--- src/rtl/dtmf_pkg.sv ---
package dtmf_pkg;

  localparam int N_ROWS = 4;
  localparam int N_COLS = 3;
  localparam int IDX_W  = 5;
  localparam int AMP_W  = 4;
  localparam int SMP_W  = AMP_W + 1;
  localparam int KEY_W  = 4;
  localparam int LAST_KEY = 11;

  typedef enum logic [1:0] {
    PH_IDLE = 2'd0,
    PH_TONE = 2'd1,
    PH_GAP  = 2'd2
  } burst_phase_e;

  // nominal pitch of each low-group line
  function automatic int row_hz(input int r);
    case (r)
      0:       return 697;
      1:       return 770;
      2:       return 852;
      default: return 941;
    endcase
  endfunction

  // nominal pitch of each high-group line
  function automatic int col_hz(input int c);
    case (c)
      0:       return 1209;
      1:       return 1336;
      default: return 1477;
    endcase
  endfunction

  // rounded divider: one phase step every D clocks, 32 steps per period
  function automatic int tone_div(input int clk_hz, input int freq_hz);
    longint num;
    longint den;
    num = longint'(clk_hz) + 16 * longint'(freq_hz);
    den = 32 * longint'(freq_hz);
    return int'(num / den);
  endfunction

  // microseconds to whole clock cycles, truncated
  function automatic int us_to_cycles(input int clk_hz, input int us);
    longint prod;
    prod = longint'(clk_hz) * longint'(us);
    return int'(prod / longint'(1000000));
  endfunction

  function automatic logic key_ok(input logic [KEY_W-1:0] code);
    return code <= KEY_W'(LAST_KEY);
  endfunction

  function automatic logic [1:0] key_row(input logic [KEY_W-1:0] code);
    case (code)
      4'd1, 4'd2, 4'd3: return 2'd0;
      4'd4, 4'd5, 4'd6: return 2'd1;
      4'd7, 4'd8, 4'd9: return 2'd2;
      default:          return 2'd3;
    endcase
  endfunction

  function automatic logic [1:0] key_col(input logic [KEY_W-1:0] code);
    case (code)
      4'd1, 4'd4, 4'd7, 4'd10: return 2'd0;
      4'd2, 4'd5, 4'd8, 4'd0:  return 2'd1;
      default:                 return 2'd2;
    endcase
  endfunction

  // 32-point offset-binary sine, folded from a quarter wave
  function automatic logic [AMP_W-1:0] sine_amp(input logic [IDX_W-1:0] idx);
    logic [3:0] j;
    logic [3:0] k;
    logic [AMP_W-1:0] q;
    j = idx[3:0];
    k = (j > 4'd8) ? 4'(5'd16 - {1'b0, j}) : j;
    case (k)
      4'd0:    q = 4'd8;
      4'd1:    q = 4'd9;
      4'd2:    q = 4'd10;
      4'd3:    q = 4'd12;
      4'd4:    q = 4'd13;
      4'd5:    q = 4'd14;
      4'd6:    q = 4'd14;
      default: q = 4'd15;
    endcase
    return idx[4] ? AMP_W'(4'd15 - q) : q;
  endfunction

endpackage

--- src/rtl/dtmf_tone_osc.sv ---
module dtmf_tone_osc #(
  parameter int DIV = 160
) (
  input  logic                         clk,
  input  logic                         rst_n,
  input  logic                         clear,
  input  logic                         run,
  output logic [dtmf_pkg::IDX_W-1:0]   phase_idx
);
  localparam int CNT_W = $clog2(DIV + 1);

  logic [CNT_W-1:0] div_cnt;
  logic             step;

  assign step = run && (div_cnt == CNT_W'(DIV - 1));

  always_ff @(posedge clk or negedge rst_n) begin
    if (!rst_n) begin
      div_cnt   <= '0;
      phase_idx <= '0;
    end else if (clear) begin
      div_cnt   <= '0;
      phase_idx <= '0;
    end else if (step) begin
      div_cnt   <= '0;
      phase_idx <= phase_idx + 1'b1;
    end else if (run) begin
      div_cnt   <= div_cnt + 1'b1;
    end
  end
endmodule

--- src/rtl/dtmf_burst_timer.sv ---
module dtmf_burst_timer #(
  parameter int ON_CYC  = 1000,
  parameter int OFF_CYC = 1000
) (
  input  logic clk,
  input  logic rst_n,
  input  logic launch,
  output logic busy,
  output logic tone_active
);
  import dtmf_pkg::*;

  localparam int LONGEST = (ON_CYC > OFF_CYC) ? ON_CYC : OFF_CYC;
  localparam int CYC_W   = $clog2(LONGEST + 1);

  burst_phase_e     phase;
  logic [CYC_W-1:0] cnt;
  logic             tone_last;
  logic             gap_last;

  assign tone_last = (cnt == CYC_W'(ON_CYC - 1));
  assign gap_last  = (cnt == CYC_W'(OFF_CYC - 1));

  always_ff @(posedge clk or negedge rst_n) begin
    if (!rst_n) begin
      phase <= PH_IDLE;
      cnt   <= '0;
    end else begin
      case (phase)
        PH_IDLE: begin
          cnt <= '0;
          if (launch) phase <= PH_TONE;
        end
        PH_TONE: begin
          if (tone_last) begin
            phase <= PH_GAP;
            cnt   <= '0;
          end else begin
            cnt <= cnt + 1'b1;
          end
        end
        PH_GAP: begin
          if (gap_last) begin
            phase <= PH_IDLE;
            cnt   <= '0;
          end else begin
            cnt <= cnt + 1'b1;
          end
        end
        default: begin
          phase <= PH_IDLE;
          cnt   <= '0;
        end
      endcase
    end
  end

  assign busy        = (phase != PH_IDLE);
  assign tone_active = (phase == PH_TONE);
endmodule

--- src/rtl/dtmf_tone_gen.sv ---
module dtmf_tone_gen #(
  parameter int CLK_HZ  = 3579545,
  parameter int TONE_US = 93000,
  parameter int GAP_US  = 93000
) (
  input  logic                         clk,
  input  logic                         rst_n,
  input  logic                         start,
  input  logic [dtmf_pkg::KEY_W-1:0]   digit,
  input  logic                         tone_mode,
  input  logic                         row_en,
  input  logic                         col_en,
  output logic                         busy,
  output logic [dtmf_pkg::SMP_W-1:0]   sample
);
  import dtmf_pkg::*;

  localparam int ON_CYC  = us_to_cycles(CLK_HZ, TONE_US);
  localparam int OFF_CYC = us_to_cycles(CLK_HZ, GAP_US);

  // named internal events
  logic accept;
  logic tone_active;
  logic [31:0] tone_len_cyc;
  logic [31:0] gap_len_cyc;

  assign tone_len_cyc = 32'(ON_CYC);
  assign gap_len_cyc  = 32'(OFF_CYC);
  assign accept = start && tone_mode && key_ok(digit) && !busy;

  dtmf_burst_timer #(.ON_CYC(ON_CYC), .OFF_CYC(OFF_CYC)) u_timer (
    .clk         (clk),
    .rst_n       (rst_n),
    .launch      (accept),
    .busy        (busy),
    .tone_active (tone_active)
  );

  // burst settings captured at the accepted strobe
  logic [1:0] row_sel;
  logic [1:0] col_sel;
  logic       row_on;
  logic       col_on;

  always_ff @(posedge clk or negedge rst_n) begin
    if (!rst_n) begin
      row_sel <= '0;
      col_sel <= '0;
      row_on  <= 1'b0;
      col_on  <= 1'b0;
    end else if (accept) begin
      row_sel <= key_row(digit);
      col_sel <= key_col(digit);
      row_on  <= row_en;
      col_on  <= col_en;
    end
  end

  logic [IDX_W-1:0] row_idx [N_ROWS];
  logic [IDX_W-1:0] col_idx [N_COLS];

  for (genvar r = 0; r < N_ROWS; r++) begin : g_row
    dtmf_tone_osc #(.DIV(tone_div(CLK_HZ, row_hz(r)))) u_osc (
      .clk       (clk),
      .rst_n     (rst_n),
      .clear     (accept),
      .run       (tone_active),
      .phase_idx (row_idx[r])
    );
  end

  for (genvar c = 0; c < N_COLS; c++) begin : g_col
    dtmf_tone_osc #(.DIV(tone_div(CLK_HZ, col_hz(c)))) u_osc (
      .clk       (clk),
      .rst_n     (rst_n),
      .clear     (accept),
      .run       (tone_active),
      .phase_idx (col_idx[c])
    );
  end

  logic [IDX_W-1:0] row_pick;
  logic [IDX_W-1:0] col_pick;
  logic [AMP_W-1:0] row_amp;
  logic [AMP_W-1:0] col_amp;

  always_comb begin
    row_pick = '0;
    for (int r = 0; r < N_ROWS; r++) begin
      if (row_sel == 2'(r)) row_pick = row_idx[r];
    end
    col_pick = '0;
    for (int c = 0; c < N_COLS; c++) begin
      if (col_sel == 2'(c)) col_pick = col_idx[c];
    end
  end

  assign row_amp = row_on ? sine_amp(row_pick) : '0;
  assign col_amp = col_on ? sine_amp(col_pick) : '0;
  assign sample  = tone_active ? (SMP_W'(row_amp) + SMP_W'(col_amp)) : '0;
endmodule

--- config.mk ---
export PLATFORM = sky130hd
export DESIGN_NAME = dtmf_tone_gen
export DESIGN_NICKNAME = d
export VERILOG_FILES = /design/src/rtl/dtmf_pkg.sv /design/src/rtl/dtmf_tone_osc.sv /design/src/rtl/dtmf_burst_timer.sv /design/src/rtl/dtmf_tone_gen.sv
export SDC_FILE = /design/constraint.sdc
export NUM_CORES = 1
export LEC_CHECK = 0
export BUFFER_PORTS_ARGS = -buffer_cell sky130_fd_sc_hd__buf_2
export CAP_MARGIN = 30
export CORE_ASPECT_RATIO = 1.4
export CORE_UTILIZATION = 65
export CTS_BUF_LIST = sky130_fd_sc_hd__clkbuf_8
export DETAILED_ROUTE_END_ITERATION = 6
export GPL_TIMING_DRIVEN = 0
export PLACE_DENSITY = 0.93
export SKIP_CTS_REPAIR_TIMING = 1
export SYNTH_ARGS = -nofsm -noshare
export SYNTH_HDL_FRONTEND = slang
export SYNTH_HIERARCHICAL = 1
export SYNTH_SLANG_ARGS = --single-unit
--- constraint.sdc ---
create_clock -name clk -period 7.2 [get_ports clk]
set_input_delay 1.44 -clock clk [delete_from_list [all_inputs] [get_ports clk]]
set_output_delay 1.44 -clock clk [all_outputs]
set_load 0.005 [all_outputs]
Word level (Yosys, flattened, before mapping) --
Memory sizes are Yosys's and may differ from the RTL's. A register that Yosys moved wholly into a read port is not among the register bits. Cells that the tools add are included.
Word-level totals: output and inout port bits 6, word-level logic and storage cells 167, input port bits 10, flip-flop bits (word level) 110, memory bits (read-only) 64, memories 2
Memories:
- (name not given) | words 16, width 2, read ports 1, clocked after Yosys merged registers in 1, write ports 0, RTL line dtmf_pkg.sv:57 | case (code)
- (name not given) | words 16, width 2, read ports 1, clocked after Yosys merged registers in 1, write ports 0, RTL line dtmf_pkg.sv:66 | case (code)
Cells by class: add/subtract/negate cells 20, equal/unequal tests 30, reduce and logical (&&, ||, !) cells 37, mux-type cells 57, magnitude comparators 3
Operators with widths (number):
- $mux 5 | 22
- $mux 7 | 12
- $mux 8 | 9
- $mux 19 | 2
- $pmux 3 s6 | 2
- $add 5x1->5 const B | 7
- $add 7x1->7 const B | 4
- $eq 7x7->1 const B | 4
- $add 8x1->8 const B | 3
- $eq 4x3->1 const B | 6
- $eq 8x8->1 const B | 3
- $mux 4 | 6
- $reduce_bool 3->1 | 7
- $add 19x1->19 const B | 1
- $eq 19x19->1 const B | 1
- $eq 4x2->1 const B | 4
- $reduce_bool 2->1 | 8
- $logic_and 1x1->1 | 10
- $eq 2x2->1 const B | 4
- $eq 4x1->1 const B | 2
- $gt 4x4->1 const B | 2
- $logic_not 4->1 | 2
- $sub 1x4->4 const A | 2
- $sub 4x4->4 const A | 2
- 11 further kinds | 22

Longest topological paths before layout --
Gate-level depths: netlist of run 1.
depth in word-level cells 15, depth in mapped cells 18, gate-level depth less buffers 16

Hierarchy --
Netlist of run 1, hierarchy kept.
By module, submodules not included:
- dtmf_tone_gen | instances 1, sequential area each 150.1 um^2, area each 1316.3 um^2, cells an instance 160
- dtmf_burst_timer | instances 1, sequential area each 525.5 um^2, area each 1217.4 um^2, cells an instance 129
- dtmf_tone_osc (g_row[1].u_osc) | instances 1, sequential area each 325.3 um^2, area each 730.7 um^2, cells an instance 75
- dtmf_tone_osc (g_row[2].u_osc) | instances 1, sequential area each 325.3 um^2, area each 725.7 um^2, cells an instance 75
- dtmf_tone_osc (g_row[0].u_osc) | instances 1, sequential area each 325.3 um^2, area each 699.4 um^2, cells an instance 73
- dtmf_tone_osc (g_row[3].u_osc) | instances 1, sequential area each 300.3 um^2, area each 695.7 um^2, cells an instance 71
- dtmf_tone_osc (g_col[0].u_osc) | instances 1, sequential area each 300.3 um^2, area each 686.9 um^2, cells an instance 68
- dtmf_tone_osc (g_col[2].u_osc) | instances 1, sequential area each 300.3 um^2, area each 650.6 um^2, cells an instance 67
- dtmf_tone_osc (g_col[1].u_osc) | instances 1, sequential area each 300.3 um^2, area each 636.9 um^2, cells an instance 65

Worst setup path before layout of run 1 --
Ideal clock, no wire load.
path kind input-to-reg, from input port digit[3] (netlist bit), to register g_row[2].u_osc.div_cnt[7], setup time 0.125 ns, data arrival time 5.175 ns, path buffers 0, stages 4, slack 1.900 ns, required time 7.075 ns, path through a211oi_1 > o2111ai_1 > nor3_1 > mux2_2
On the way: word-level cells in the longest chain between the ends 4, elaborated cells between the ends (all ways) 5, classes of those cells order compare: 1; mux: 1; reduce/logical: 3
RTL lines:
- start: declaration | RTL line dtmf_tone_gen.sv:9 | input logic [dtmf_pkg::KEY_W-1:0] digit,
- $le 4x4->1 * | RTL line dtmf_pkg.sv:53 | return code <= KEY_W'(LAST_KEY);
- $logic_and 1x1->1 * (2 in series) | RTL line dtmf_tone_gen.sv:29 | assign accept = start && tone_mode && key_ok(digit) && !busy;
- $reduce_bool 3->1 (no source line) or $mux 8 (tied branches)
- end signal: assignment | RTL line dtmf_tone_osc.sv:28 | div_cnt <= div_cnt + 1'b1;
- end: declaration | RTL line dtmf_tone_osc.sv:12 | logic [CNT_W-1:0] div_cnt;
Mark *: on every way between the ends. The rest lies on a longest branch, timed or not. A chain may end at the register's enable or synchronous reset.

Worst setup path in the final report of run 1 --
from register row_sel[0], to output port sample[4] (netlist bit)
On the way: word-level cells in the longest chain between the ends 15, elaborated cells between the ends (all ways) 25, classes of those cells add/sub: 3; order compare: 1; eq/ne: 9; mux: 9; reduce/logical: 3
RTL lines:
- start: declaration | RTL line dtmf_tone_gen.sv:40 | logic [1:0] row_sel;
- $logic_not 2->1 | RTL line dtmf_tone_gen.sv:90 | if (row_sel == 2'(r)) row_pick = row_idx[r];
- $mux 5 (3 in series) | RTL line dtmf_tone_gen.sv:90
- $mux 5 * | RTL line dtmf_tone_gen.sv:90
- $sub 1x4->4 or $gt 4x4->1 (tied branches) | RTL line dtmf_pkg.sv:79 | k = (j > 4'd8) ? 4'(5'd16 - {1'b0, j}) : j;
- $mux 4 | RTL line dtmf_pkg.sv:79
- $eq 4x3->1 | RTL line dtmf_pkg.sv:80 | case (k)
- $reduce_or 2->1 (no source line)
- $pmux 3 s6 | RTL line dtmf_pkg.sv:80
- $sub 4x4->4 | RTL line dtmf_pkg.sv:90 | return idx[4] ? AMP_W'(4'd15 - q) : q;
- $mux 4 * | RTL line dtmf_pkg.sv:90
- $mux 4 * | RTL line dtmf_tone_gen.sv:98 | assign row_amp = row_on ? sine_amp(row_pick) : '0;
- $add 4x4->5 * | RTL line dtmf_tone_gen.sv:100 | assign sample = tone_active ? (SMP_W'(row_amp) + SMP_W'(col_amp)) : '0;
- $mux 5 * | RTL line dtmf_tone_gen.sv:100
- end: declaration | RTL line dtmf_tone_gen.sv:14 | output logic [dtmf_pkg::SMP_W-1:0] sample
Marks and branches as above.

==> results.md, run 1 <==
* Most frequent cell after synthesis: dfrtp_1
* Synth warn at 6
* Largest area contributor in the netlist: dfrtp_1
* Crit. End Element: primary output
* Largest net degree at the start of global routing at 67
* Routed WL per cell at about 17 microns
* Highest clock rate at 0.164 GHz
* Fin cells at 975
* Area added between synthesis and finish at 11.4%
* Total die area at 0.0118 sq mm
* Synth cell types at between 80 and 90
* Routed wire length at about 17 mm
* Crit path depth at 19
* Initial Utilization at ~67%
* Post-Syn Instances at between 700 and 800
* Sink Count at 114
* Slew HR at 43.7%
* Vias in the first global route at roughly 6400
* Critical path required time at roughly 5.8 ns
* Final setup viols at 0
* Residual DRC count at 0
* Data arrival time of the worst path at 4.66 ns
* Final Net Count at 863
* Critical path's slowest cell: mux4_1
* IO buf count at 15
* Root cell of the clock tree: clkbuf_8
* Clk_skew at 0.00904 ns
* Buffer and inverter count on the worst path at 5
* Dpl hpwl at between 10 and 15 mm
* Width of the chip at 91.9 microns
* Power density over cell area at 459 mW/mm^2
* Reg2Reg Depth at 6
* Seq/Total Area, Yosys at roughly two fifths
* Min-delay worst type: reg -> reg
* #FFs+latches synth at 114
* Main synth FF type: dfrtp_1
* Max incr delay on CP at between 0.6 and 0.7 ns
* WS Path Type: reg -> out
* Avg Cell Area, Syn at 9.40 sq um
* Clock Pin Slew Worst Setup and Hold Paths at 0.07 ns
* CTS Buf Count at 17
* Top cell type's share of synthesized area at 38.8%
* Max cap viols at 0
* Die height at 128 microns
* Final core occ at between 70% and 80%
* DR pass1 iterations at 5
* Vias at 6364
* Final ANT Viol Nets at 0
* Least-Margin Pin Slew at 0.844 ns
* Layout filler cell count at ~700
* CTS tree: yes
* Layout cells sized above 1 at 12.7%
* Syn_nets at just over 800
* Initial antenna violation count at 1
* Core area at 0.0109 sq mm
* H-tree levels at 4
* GR Util All Layers at 30.1%
* Gr ovfl total at 0
* Initial DRC count at 452
* Async S/R FF share, synth at 100%
* Global-route wire length before repair at 28.2 mm
* Via-to-Cell Ratio at 6.53
* CP Cell Sequence: buf_6 > mux4_1 > inv_1 > ha_1 > buf_2 > nand2_1 > o221a_4 > mux2i_1 > nor3_1 > nor2_1 > a211o_1 > nand3_1 > ha_1 > inv_1 > fa_1 > nor2b_1 > o21a_1 > o21a_1 > buf_2
* VDD IR-drop max at approximately 0.00025 V
* Io pins at 16
* Max Slew Vio Count at 0
* Top cells by count, synth: dfrtp_1 (114), a21oi_1 (65), nor2_1 (61)
* PnR worst setup slack at around 1.1 ns
* Final min period at 6.10 ns
* Main area contributors after synthesis: dfrtp_1 (39%), ha_1 (5.4%), a21oi_1 (4.4%)
* Syn Std Cell Area at 0.00736 sq mm
* Outcome: finished, final reports clean
* Pre-CTS setup slack at 1.62 ns
* Worst-Skew Late Latency at 0.43 ns
* RSZ-0062 raised after global routing: no
* Row count at 45
* Clock Path Buffers at 2
* Worst Hold Depth at 1
* Final hold vios at 0
* Kind of cell adding the most delay to the critical path: simple AND/OR/NAND/NOR gates
* Critical-path maximum fanout at 9
* Power Total at 3.76 mW
* Post-Place Cells at 942
* Fin crit share at 84.8%
* Final RePlAce weighted congestion at 0.824
* Crit start category: flip-flop
* EDFF count, synth at 0
* P_leak at 3.39 nW
[final timing paths]
check                                  from                          end  slack, ns
hold / removal               u_timer/cnt[0]               u_timer/cnt[0]       0.56
min in group asynchronous             rst_n    g_row[0].u_osc/div_cnt[4]       1.10
hold reg to reg              u_timer/cnt[0]               u_timer/cnt[0]       0.56
setup reg to reg           u_timer/phase[1]  g_row[2].u_osc/phase_idx[2]       4.43
setup / recovery                 row_sel[0]                    sample[4]       1.10
max in group asynchronous             rst_n  g_col[1].u_osc/phase_idx[2]       5.37
[layout by cell type (no fill, tap or decap), types with 22 or more instances in the layout]
master,instances
dfrtp_1,114
a21oi_1,65
nor2_1,61
nand2_1,40
o21ai_0,39
nand3_1,39
inv_1,38
ha_1,32
buf_2,27
clkbuf_8,23
or4_1,22
[worst reg2reg max path: stages (launching register included)]
cell	delay, ns
dfrtp_1	0.41
inv_1	0.11
ha_1	0.66
clkbuf_1	0.38
nor4bb_1	0.61
nand3_1	0.18
mux2_2	0.31
[cell families after synthesis]
logic type	share of synthesized area, %
and+or+nand+nor	24.3
xor gates and xnor gates	4.17
DFF	38.8
buffers and inverters	3.86
adders and majority gates	5.71
AOI/OAI and AO/OA	17.9
muxes	5.30
[through the flow]
step	instance area [sq um]	hold WS, ns	setup TNS, ns
6_report	8200	0.557	0
5_1_grt	8200	0.582	0
4_1_cts	8200	0.563	0
3_5_place_dp	7710	0.554	0
3_3_place_gp	7610	0.518	-0.981
2_1_floorplan	7360	0.489	0
[flip-flops by register name, indices dropped and copies added (netlist names)]
| name | flops |
|---|---|
| g_col.u_osc/div_cnt | 21 |
| u_timer/cnt | 19 |
| row_on | 1 |
| col_sel | 2 |
| g_row.u_osc/div_cnt | 31 |
| g_row.u_osc/phase_idx | 20 |
| col_on | 1 |
| row_sel | 2 |
| u_timer/phase | 2 |
| g_col.u_osc/phase_idx | 15 |
[final cells by class]
type,instances,area (sq um),area share (%)
diodes,1,2.50,0.0305
plain buffers,29,145,1.77
clock buffers,23,317,3.86
clock inverters,9,174,2.12
inverters,37,139,1.69
multi-input cells,603,4240,51.6
flip-flops and latches,114,2850,34.8
well taps,141,176,2.15
repair buffers,18,160,1.95
[power by group]
| group | internal (mW) | switching (mW) | total, mW |
|---|---|---|---|
| sequential | 0.901 | 0.335 | 1.24 |
| clock | 0.466 | 0.254 | 0.721 |
| combinational | 0.818 | 0.986 | 1.80 |
| total | 2.19 | 1.58 | 3.76 |
[routing by layer]
metal	GRT usage [%]	share of wire, %
met1	32.7	39
met2	55.0	54
met3	6.29	3.8
met4	14.8	2.4
met5	0	0
Power figures use the tool's default switching activity.
==> run 2: changes to the inputs <==
==> constraint.sdc (replaced) <==
create_clock -name clk -period 6.1 [get_ports clk]
set_input_delay 1.22 -clock clk [delete_from_list [all_inputs] [get_ports clk]]
set_output_delay 1.22 -clock clk [all_outputs]
set_load 0.005 [all_outputs]
==> run 2 against run 1 <==
Via count is 0.30% lower. Clock-buffer cell count stayed put. Largest cell class unchanged. Sequential share of layout area is essentially flat. Non-clock buffer count is the same. Core utilization grew 0.069 points. Global-route usage stayed put. Hold slack is essentially flat. Register-to-register slack worse by 1.1 ns. Clock power increased by 18%.
==> results.md, run 2 (synthesized netlist as in run 1, its figures left out) <==
* Residual DRC count at 0 (unchanged)
* Final hold vios at 0 (unchanged)
* VDD IR-drop max at 0.000292 V (was 0.000247 V)
* Design Area, Final at 0.00821 sq mm (was 0.00820 sq mm)
* Initial Utilization at 67.4% (unchanged)
* CTS Buf Count at 17 (unchanged)
* Reg2Reg Depth at 6 (unchanged)
* Dpl hpwl at 11.8 mm (unchanged)
* Critical-path maximum fanout at 9 (unchanged)
* Gr ovfl total at 0 (unchanged)
* Width of the chip at 91.9 microns (unchanged)
* Layout filler cell count at 717 (was 719)
* Io pins at 16 (unchanged)
* Highest clock rate at 0.172 GHz
* Most frequent cells in the layout: dfrtp_1 (114), a21oi_1 (65), nor2_1 (61) (unchanged)
* Largest reg by FF count: g_row.u_osc/div_cnt (unchanged)
* Vias in the first global route at 6436 (unchanged)
* Crit path launch: row_sel[1] (was row_sel[0])
* RR Startpoint: u_timer/phase[1] (unchanged)
* Routed WL per cell at 17.3 microns (about the same)
* PnR worst setup slack at 0.275 ns (was 1.10 ns)
* Final setup viols at 0 (unchanged)
* IO buf count at 15 (unchanged)
* Slew HR at 43.8% (was 43.7%)
* RSZ-0062 raised after global routing: no (unchanged)
* Via-to-Cell Ratio at 6.51 (was 6.53)
* Power density over cell area at 542 mW/mm^2 (was 459 mW/mm^2)
* Terminus of the critical flop-to-flop path: g_row[2].u_osc/phase_idx[2] (unchanged)
* DR pass1 iterations at 5 (unchanged)
* Outcome: finished, final reports clean (unchanged)
* Final ANT Viol Nets at 0 (unchanged)
* Clock Path Buffers at 2 (unchanged)
* Critical path required time at 4.88 ns (was 5.76 ns)
* Worst-Skew Late Latency at 0.43 ns (about the same)
* Routed wire length at 16.9 mm (was 16.8 mm)
* Layout cells sized above 1 at 13.0% (was 12.7%)
* Global-route wire length before repair at 28.2 mm (unchanged)
* Clk_skew at 0.0103 ns (was 0.00904 ns)
* Initial antenna violation count at 1 (unchanged)
* Fin crit share at between 90% and 100%
* Pre-CTS setup slack at 0.744 ns (was 1.62 ns)
* Data arrival time of the worst path at 4.60 ns (was 4.66 ns)
* Final RePlAce weighted congestion at 0.824 (unchanged)
* Root cell of the clock tree: clkbuf_8 (unchanged)
* Total die area at 0.0118 sq mm (unchanged)
* Clock Pin Slew Worst Setup and Hold Paths at 0.07 ns (about the same)
* Max Slew Vio Count at 0 (unchanged)
* Top flop regs: g_row.u_osc/div_cnt: 31 flops, g_col.u_osc/div_cnt: 21 flops, g_row.u_osc/phase_idx: 20 flops (unchanged)
* Die height at 128 microns (unchanged)
* Final min period at 5.82 ns
* Initial DRC count at 468 (was 452)
* Sink Count at 114 (unchanged)
* WS Path Type: reg -> out (unchanged)
* Placed Area at 0.00771 sq mm (unchanged)
* Crit start category: flip-flop (unchanged)
* H-tree levels at 4 (unchanged)
* GR Util All Layers at 30.1% (unchanged)
* Max cap viols at 0 (unchanged)
* R2r setup slk at 3.33 ns (was 4.43 ns)
* Final Net Count at 863 (unchanged)
* Largest net degree at the start of global routing at 67 (unchanged)
* Number of flip-flops in the largest register at 31 (unchanged)
* Least-Margin Pin Slew at 0.843 ns (was 0.844 ns)
* Vias at 6345 (was 6364)
* Most common cell after layout, fill and taps aside: dfrtp_1 (unchanged)
* Area added between synthesis and finish at 11.5% (was 11.4%)
* Worst Setup EP: sample[4] (unchanged)
* Core area at 0.0109 sq mm (unchanged)
* Row count at 45 (unchanged)
* Min-delay worst type: reg -> reg (unchanged)
* Crit. End Element: primary output (unchanged)
* P_leak at 3.39 nW (about the same)
* CTS tree: yes (unchanged)
[run 2: cell counts in the layout (fill, tap and decap cells not counted)]
Identical to the previous run, type by type.
[run 2: area by class of cell]
cell class | instances | area (sq um) | area share, %
antenna | 1 | 2.50 | 0.0305
buffer | 29 | 145 | 1.77
clock buffer | 23 | 317 | 3.86
clock inverter | 9 | 174 | 2.12
inverter | 37 | 139 | 1.69
multi-input combinational | 603 | 4240 | 51.7
sequential | 114 | 2850 | 34.8
tap | 141 | 176 | 2.15
timing repair buffer | 18 | 160 | 1.95
[run 2: worst min path at each step]
stage | start | endpoint | slack (ns) | depth (start not counted)
floorplan | u_timer/cnt[0] | u_timer/cnt[0] | 0.49 | 1
global placement | u_timer/cnt[0] | u_timer/cnt[0] | 0.52 | 1
detailed placement | g_col[1].u_osc/phase_idx[4] | g_col[1].u_osc/phase_idx[4] | 0.55 | 2
CTS | g_row[3].u_osc/phase_idx[4] | g_row[3].u_osc/phase_idx[4] | 0.56 | 2
global route | u_timer/cnt[0] | u_timer/cnt[0] | 0.58 | 1
finish | u_timer/cnt[0] | u_timer/cnt[0] | 0.56 | 1
[run 2: per-layer routing]
layer | vias up | wire length, microns | GRT usage, %
met5 | - | 0 | 0
met4 | 0 | 422 | 14.8
met3 | 47 | 756 | 6.29
met2 | 191 | 9080 | 55.0
met1 | 3105 | 6590 | 32.7
li1 | 3002 | - | -
[run 2: per-stage QoR]
step / util (%) / power (mW) / TNS [ns] / hold WS (ns) / std cells
CTS: 75.1 / 4.43 / 0 / 0.563 / 974
floorplan: - / 2.99 / 0 / 0.489 / 783
detailed placement: 70.6 / 3.54 / 0 / 0.554 / 942
global placement: 69.7 / 3.33 / -32.47 / 0.518 / 939
finish: 75.2 / 4.45 / 0 / 0.557 / 975
global route: 75.1 / 4.78 / 0 / 0.582 / 974
[run 2: critical path, cell delays in order (launching register included)]
cell and delay [ns]:
dfrtp_1 0.32, clkbuf_1 0.32, mux4_2 0.42, inv_1 0.16, ha_1 0.17, buf_2 0.19
nand2_1 0.09, o221a_4 0.30, mux2_4 0.31, o32a_4 0.33, o31ai_2 0.24, xor2_1 0.22
nand2_1 0.11, fa_1 0.48, nor2b_2 0.18, o21a_1 0.12, o21a_1 0.10, buf_2 0.10
[run 2: where the power goes]
| part | total (mW) | internal, mW | switching [mW] |
|---|---|---|---|
| Combinational | 2.14 | 0.969 | 1.18 |
| Clock | 0.851 | 0.550 | 0.300 |
| Sequential | 1.46 | 1.06 | 0.395 |
| Total | 4.45 | 2.58 | 1.87 |
